[src/rtl/sc_t0_xcvr.sv]
module sc_t0_xcvr #(
  parameter int TICKS   = 4,
  parameter int DEPTH   = 2,
  parameter int MAX_TRY = 4
)(
  input  logic       clk,
  input  logic       rst_n,
  input  logic       tick,
  input  logic       ln_in,
  output logic       ln_pull,
  input  logic       rx_mode,
  input  logic       errsig_en,
  input  logic       retx_en,
  input  logic       tx_wr,
  input  logic [7:0] tx_data,
  output logic       tx_full,
  input  logic       rx_rd,
  output logic [7:0] rx_data,
  output logic       rx_empty,
  output logic       ev_rx,
  output logic       ev_perr,
  output logic       ev_retx,
  output logic       ev_ovr,
  output logic       ev_txfail
);
  localparam int PW   = (TICKS > 2) ? $clog2(TICKS) : 1;
  localparam int AW   = (DEPTH > 1) ? $clog2(DEPTH) : 1;
  localparam int CW   = $clog2(MAX_TRY) + 1;
  localparam int HALF = TICKS / 2;
  localparam logic [AW:0] QFULL = (AW+1)'(DEPTH);

  typedef enum logic [1:0] {IDLE, XMIT, RECV} st_t;
  st_t st;

  logic [7:0]    txq [DEPTH];
  logic [7:0]    rxq [DEPTH];
  logic [AW-1:0] tx_wp, tx_rp, rx_wp, rx_rp;
  logic [AW:0]   tx_cnt, rx_cnt;
  logic [PW-1:0] ph;
  logic [3:0]    bn;
  logic [7:0]    sh;
  logic          txerr, perr, errdrv;
  logic [CW-1:0] tries;

  function automatic logic [AW-1:0] bump(input logic [AW-1:0] p);
    return (p == AW'(DEPTH-1)) ? '0 : p + 1'b1;
  endfunction

  wire ph_last  = tick && ph == PW'(TICKS-1);
  wire mid      = tick && ph == PW'(HALF);
  wire tx_end   = st == XMIT && ph_last && bn == (txerr ? 4'd12 : 4'd11);
  wire tx_again = tx_end && txerr && retx_en && tries != CW'(MAX_TRY-1);
  wire rx_bad   = ln_in != ^sh;
  wire rx_keep  = st == RECV && mid && bn == 4'd9 && (!rx_bad || !errsig_en);
  wire rx_full  = rx_cnt == QFULL;
  wire tx_push  = tx_wr && !tx_full;
  wire tx_pop   = tx_end && !tx_again;
  wire rx_push  = rx_keep && !rx_full;
  wire rx_pop   = rx_rd && !rx_empty;

  assign tx_full  = tx_cnt == QFULL;
  assign rx_empty = rx_cnt == '0;
  assign rx_data  = rxq[rx_rp];

  always_ff @(posedge clk) begin
    if (tx_push) txq[tx_wp] <= tx_data;
    if (rx_push) rxq[rx_wp] <= sh;
  end

  always_ff @(posedge clk or negedge rst_n) begin
    if (!rst_n) begin
      tx_wp <= '0; tx_rp <= '0; tx_cnt <= '0;
      rx_wp <= '0; rx_rp <= '0; rx_cnt <= '0;
    end else begin
      if (tx_push) tx_wp <= bump(tx_wp);
      if (tx_pop)  tx_rp <= bump(tx_rp);
      if (rx_push) rx_wp <= bump(rx_wp);
      if (rx_pop)  rx_rp <= bump(rx_rp);
      tx_cnt <= tx_cnt + (AW+1)'(tx_push) - (AW+1)'(tx_pop);
      rx_cnt <= rx_cnt + (AW+1)'(rx_push) - (AW+1)'(rx_pop);
    end
  end

  always_ff @(posedge clk or negedge rst_n) begin
    if (!rst_n) begin
      st <= IDLE; ph <= '0; bn <= '0; sh <= '0;
      txerr <= 1'b0; perr <= 1'b0; errdrv <= 1'b0; tries <= '0;
      ev_rx <= 1'b0; ev_perr <= 1'b0; ev_retx <= 1'b0;
      ev_ovr <= 1'b0; ev_txfail <= 1'b0;
    end else begin
      ev_rx <= 1'b0; ev_perr <= 1'b0; ev_retx <= 1'b0;
      ev_ovr <= 1'b0; ev_txfail <= 1'b0;
      if (tick) begin
        if (st != IDLE) begin
          ph <= ph_last ? '0 : ph + 1'b1;
          if (ph_last) bn <= bn + 4'd1;
        end
        case (st)
          IDLE: begin
            if (rx_mode) begin
              if (!ln_in) begin
                st <= RECV; ph <= PW'(1); bn <= '0; perr <= 1'b0;
              end
            end else if (tx_cnt != '0) begin
              st <= XMIT; ph <= '0; bn <= '0; sh <= txq[tx_rp]; txerr <= 1'b0;
            end
          end
          XMIT: begin
            if (bn == 4'd11 && ph == '0) txerr <= !ln_in;
            if (tx_end) begin
              if (tx_again) begin
                tries <= tries + CW'(1); ev_retx <= 1'b1;
                bn <= '0; txerr <= 1'b0;
              end else begin
                st <= IDLE; tries <= '0;
                if (txerr) ev_txfail <= 1'b1;
              end
            end
          end
          RECV: begin
            if (mid) begin
              if (bn == 4'd0 && ln_in) st <= IDLE;
              if (bn >= 4'd1 && bn <= 4'd8) sh <= {ln_in, sh[7:1]};
              if (bn == 4'd9) begin
                perr    <= rx_bad && errsig_en;
                ev_perr <= rx_bad;
                ev_rx   <= !rx_bad && !rx_full;
                ev_ovr  <= rx_keep && rx_full;
              end
              if (bn == 4'd10) errdrv <= perr;
            end
            if (ph_last && bn == 4'd11) begin
              st <= IDLE; errdrv <= 1'b0;
            end
          end
          default: st <= IDLE;
        endcase
      end
    end
  end

  always_comb begin
    ln_pull = 1'b0;
    case (st)
      XMIT: begin
        if (bn == 4'd0)       ln_pull = 1'b1;
        else if (bn <= 4'd8)  ln_pull = !sh[3'(bn - 4'd1)];
        else if (bn == 4'd9)  ln_pull = !(^sh);
      end
      RECV:    ln_pull = errdrv;
      default: ln_pull = 1'b0;
    endcase
  end


  rx_event_chk: assert property (@(posedge clk) disable iff (!rst_n)
    ev_rx |-> !rx_empty);


  overrun_full_chk: assert property (@(posedge clk) disable iff (!rst_n)
    ev_ovr |-> $past(rx_cnt) == QFULL);


  retx_gate_chk: assert property (@(posedge clk) disable iff (!rst_n)
    ev_retx |-> $past(retx_en));


  perr_drop_chk: assert property (@(posedge clk) disable iff (!rst_n)
    (ev_perr && $past(errsig_en) && !$past(rx_rd)) |-> rx_cnt == $past(rx_cnt));


  fifo_bound_chk: assert property (@(posedge clk) disable iff (!rst_n)
    tx_cnt <= QFULL && rx_cnt <= QFULL);


  perr_norx_chk: assert property (@(posedge clk) disable iff (!rst_n)
    !(ev_perr && ev_rx));
endmodule

[config.mk]
export PLATFORM = sky130hd
export DESIGN_NAME = sc_t0_xcvr
export DESIGN_NICKNAME = d
export VERILOG_FILES = /design/src/rtl/sc_t0_xcvr.sv
export SDC_FILE = /design/constraint.sdc
export NUM_CORES = 1
export LEC_CHECK = 0
export ABC_AREA = 1
export BUFFER_PORTS_ARGS = -buffer_cell sky130_fd_sc_hd__buf_2
export CORE_UTILIZATION = 45
export CTS_CLUSTER_DIAMETER = 150
export CTS_CLUSTER_SIZE = 20
export DETAILED_ROUTE_END_ITERATION = 16
export PLACE_DENSITY = 0.62
export REMOVE_ABC_BUFFERS = 1
export SLEW_MARGIN = 20
export SYNTH_ARGS = -nofsm -noshare
export SYNTH_HDL_FRONTEND = slang
export SYNTH_SLANG_ARGS = --single-unit
[constraint.sdc]
create_clock -name clk -period 4.55 [get_ports clk]
set_input_delay 0.6825 -clock clk [delete_from_list [all_inputs] [get_ports clk]]
set_output_delay 0.6825 -clock clk [all_outputs]
set_load 0.05 [all_outputs]
* After elaboration in Yosys (flattened, before gate mapping)
Memory sizes are Yosys's and may differ from the RTL's.
Cells that the tools add are included.
** Word-level totals
- Input port bits :: 17
- Memories kept :: 2
- Register bits after elaboration :: 35
- Bits in writable memories :: 32
- Output and inout bits :: 16
** Cells by class
- Equality and inequality tests :: 25
- $add $sub $neg :: 12
- Muxes and demuxes :: 79
- Magnitude comparators :: 3
- Reduce and logical (&&, ||, !) cells :: 48
** Memories
- rxq :: depth 2, width 8, read ports 1, clocked after memory_dff 0, write ports 1, line 36 : logic [7:0] rxq [DEPTH];
- txq :: depth 2, width 8, read ports 1, clocked after memory_dff 0, write ports 1, line 35 : logic [7:0] txq [DEPTH];
** Operator list (number)
- $mux W1 :: 45
- $mux W8 :: 4
- $mux W2 :: 14
- $mux W4 :: 7
- $logic_and A1 B1 Y1 :: 21
- $pmux W8 S2 :: 1
- $ne A2 B2 Y1 const B :: 7
- $eq A4 B4 Y1 const B :: 3
- $reduce_and A6 Y1 :: 2
- $reduce_bool A2 Y1 :: 6
- $eq A2 B2 Y1 const B :: 5
- $logic_not A1 Y1 :: 9
- $pmux W4 S2 :: 1
- $reduce_and A4 Y1 :: 2
- $reduce_xor A8 Y1 :: 1
- $reduce_and A7 Y1 :: 1
- $logic_not A2 Y1 :: 3
- $mux W3 :: 2
- $ne A3 B2 Y1 const B :: 2
- $ne A3 B3 Y1 const B :: 2
- $pmux W1 S2 :: 3
- $pmux W2 S3 :: 1
- $add A1 B1 Y1 const B :: 4
- $add A2 B1 Y2 :: 2
- other kinds (17) :: 19

* Logic depth before layout (Yosys ltp)
- Depth in word-level cells :: 11
- Mapped depth :: 15

* Least setup slack after synthesis
Ideal clock, no wire load.
- Kind :: reg2out
- From :: register bn[0]
- To :: output port ln_pull
- Path slack :: 1.354 ns
- Stages on the path, launching flop included :: 12
- Path buffers :: 1
- Required time :: 3.868 ns
- Arrival time :: 2.514 ns
- Cells stage by stage :: dfrtp_1 -> buf_4 -> inv_1 -> ha_1 -> inv_1 -> a21oi_1 -> o21ai_0 -> nand3_1 -> nand3_1 -> nand3_1 -> nand2_1 -> a21boi_0
** Between the ends
- Cells in the longest elaborated chain, start to end :: 7
** RTL lines
- start, declared :: line 40 : logic [3:0] bn;
- start signal, assigned :: line 96 : if (ph_last) bn <= bn + 4'd1;
- $sub A3 B1 Y3 :: line 147 : else if (bn <= 4'd8) ln_pull = !sh[3'(bn - 4'd1)];
- $bmux W1 S3 :: line 147
- $mux W1 (not written as such) :: line 147
- $logic_not A1 Y1 :: line 147
- $mux W1 :: line 147
- $mux W1 * :: line 146 : if (bn == 4'd0) ln_pull = 1'b1;
- $pmux W1 S2 * :: line 144 : case (st)
- end, declared :: line 10 : output logic ln_pull,
Mark *: on every way between the ends. The rest lies on a longest branch, timed or not. The select of a mux whose other input is x is not followed.

* Worst setup path after layout
Same ends and word-level chain as after synthesis.

==> metrics.cfg <==
[run_status]
status = completed

[layout]
finalNetCount = 449
drive_gt1_share_pct = 14.5
syn2layout_area_growth_pct = 13.6
num_antenna_cells = 0

[global_routing]
grt_usage_pct = 19.2
grt_max_degree = 36
grt_pass1_vias = 2499
grt_pass1_wl_mm = 11.5
grt-ovfl-total = 0
antenna_found_initial = 0

[worst_setup_path]
cp_data_arrival_time_ps = 2480
cp-end-kind = output port
start_kind = flip-flop
cp_max_fo = 12
critPathRequiredTime_ps = 3870
critical_path_class = flip-flop to output port

[sta]
fmax_mhz = 316
fin_crit_sh_pct = 69.6
finalHoldViolCount = 0
worst_slack_ps = 1390
drv_slew = 0
slew_headroom_pct = 46.0
setup_viol = 0
finalSetupTns_ps = 0
worst_pin_slew_ps = 811
period_needed_ps = 3160
clock_skew_ps = 10.5
rsz0062_at_grt = false

[clock_network]
cts_buffers = 9
postCtsHoldBufs = 0
cts_max_path_buffers = 2
clkLatencyLatePin_ps = 340
post-cts-setup-buffers = 0
htree_levels = 3
ctsResizeCount = 0
path_clk_slew_ps = 70
root_buffer = clkbuf_8
cts_sinks = 67
cts_tree = built

[hold_path]
hold_path_class = input port to asynchronous set/reset pin

[power]
finalPower_w = 0.00248
vdd_ir_drop_max_mv = 0.352
power_leakage_nw = 1.85
powerDensity_nw_per_um2 = 638

[floorplanning]
io_pins = 33
num_rows = 31
die_w_um = 89.2
die_y_um = 89.2
die_area_um2 = 7960
core_area_um2 = 7290
initial_utilization_pct = 46.9

[yosys]
netlist.area_leader.share_pct = 28.1
async_flop_share_pct = 52.2
synth_warnings = 0
syn_area_um2 = 3420
synth-seq-cells = 67
ys.flop_type = dfrtp_1
synth_cell_type_count = 36
synth_top_cell_by_area = edfxtp_1
synth-seq-area-share_pct = 53.7
synth.top_cells.by_area = edfxtp_1 (28%), dfrtp_1 (26%), nand2_1 (11%), ha_1 (6.2%), inv_1 (4.7%)
synth_edf_count = 32
syn_area_per_cell_um2 = 9.01
synth_cells = 380

[drt]
dr_total_vias = 2527
ant_nets = 0
drc = 0
drt_pass1_iterations = 4
drt_iter0_markers = 127
routed_wl_mm = 6.62
wl_per_cell_um = 12.7
vias_per_cell = 4.87

[placement]
dpl_worst_slack_ps = 1670
gp_congestion = 0.849
io_buffers = 32
place_hpwl_mm = 4.78

[flow_run]
cap_violations = 0

==> cell type report <==
class	instances	area, um^2
Clock buffer	11	131
Clock inverter	5	103
Fill cell	679	3400
Inverter	48	180
Multi-Input combinational cell	257	1350
Sequential cell	67	1840
Tap cell	99	124
Timing Repair Buffer	32	160
==> routing by layer <==
| layer | track usage (%) | wire, um | vias to the layer above |
|---|---|---|---|
| li1 | - | - | 1307 |
| met5 | 0 | 0 | - |
| met3 | 3.42 | 255 | 7 |
| met4 | 7.50 | 65 | 0 |
| met1 | 26.4 | 3230 | 1163 |
| met2 | 30.2 | 3060 | 50 |
==> sequential cells by signal (all words and copies together), names as in the netlist <==
name       cells
txq           16
tx_cnt         2
ev_txfail      1
txerr          1
ph             2
rx_cnt         2
rx_wp          1
rx_rp          1
tx_wp          1
st             2
errdrv         1
rxq           16
tx_rp          1
bn             4
sh             8
perr           1
ev_retx        1
ev_perr        1
ev_ovr         1
tries          3
ev_rx          1
==> critical path, cell delays in order, from the launching register on <==
cell      delay [ps]
dfrtp_1          530
inv_1            190
ha_1             360
inv_1             80
a21oi_1          100
o21ai_0           90
nand3_1          100
nand3_1           80
nand3_1           90
nand2_1           50
a21boi_0         180
buf_2            300
==> cell families after synthesis <==
| group | after synthesis | synth area share, % |
|---|---|---|
| fa+ha+maj | 17 | 6.21 |
| compound gates | 49 | 8.44 |
| simple gates | 179 | 21.8 |
| flops | 67 | 53.7 |
| xor+xnor | 12 | 3.07 |
| buf+inv | 56 | 6.80 |
==> path summary, 6_finish.rpt <==
path,start,to,slack (ps),cells after the start
worst max-delay path,bn[0],ln_pull,1390,11
worst min-delay path,rst_n,sh[5],440,1
worst max register to register,st[0],rx_cnt[1],1680,12
worst min register to register,rx_wp,rx_wp,480,2
max in group asynchronous,rst_n,bn[2],3600,1
min in group clk,rx_wp,rx_wp,480,2
==> cells in the final DEF (no fill, tap or decap) <==
cell type / count
a21boi_0: 1
a21oi_1: 19
a21oi_2: 3
a22o_1: 1
a31oi_1: 1
and3_1: 2
buf_2: 32
bufinv_16: 3
clkbuf_1: 2
clkbuf_8: 9
clkinv_1: 3
clkinv_4: 1
dfrtp_1: 35
edfxtp_1: 32
ha_1: 17
inv_1: 43
inv_2: 3
nand2_1: 98
nand2_2: 3
nand3_1: 13
nand3_2: 1
nand3b_1: 2
nand4_1: 3
nor2_1: 43
nor2_2: 2
nor3_1: 10
o21ai_0: 16
o21ai_1: 2
o22ai_1: 1
o311ai_0: 1
o31ai_1: 2
o31ai_2: 2
or2_2: 1
or2_4: 1
xnor2_1: 4
xor2_1: 8
==> cells in the mapped netlist, drive strengths merged, types with 2 or more instances <==
cell    number
a21oi       22
and3         2
buf          5
clkbuf       3
clkinv       2
dfrtp       35
edfxtp      32
ha          17
inv         46
nand2      101
nand3       14
nand3b       2
nand4        3
nor2        45
nor3        10
o21ai       18
o31ai        4
or2          2
xnor2        4
xor2         8
==> report_power, final <==
part / internal [W] / switching [W] / total [W]
Combinational: 0.000310 / 0.000658 / 0.000968
Sequential: 0.000785 / 0.000142 / 0.000927
Clock: 0.000364 / 0.000221 / 0.000584
==> through the flow <==
step / utilization [%] / area [um^2] / std cells / hold WS, ps
floorplan: - / 3370 / 372 / 387
global placement: 50.1 / 3650 / 503 / 458
detailed placement: 50.1 / 3650 / 503 / 463
CTS: 53.3 / 3890 / 519 / 456
global route: 53.3 / 3890 / 519 / 506
finish: 53.3 / 3890 / 519 / 435
(Power assumes the default switching activity.)
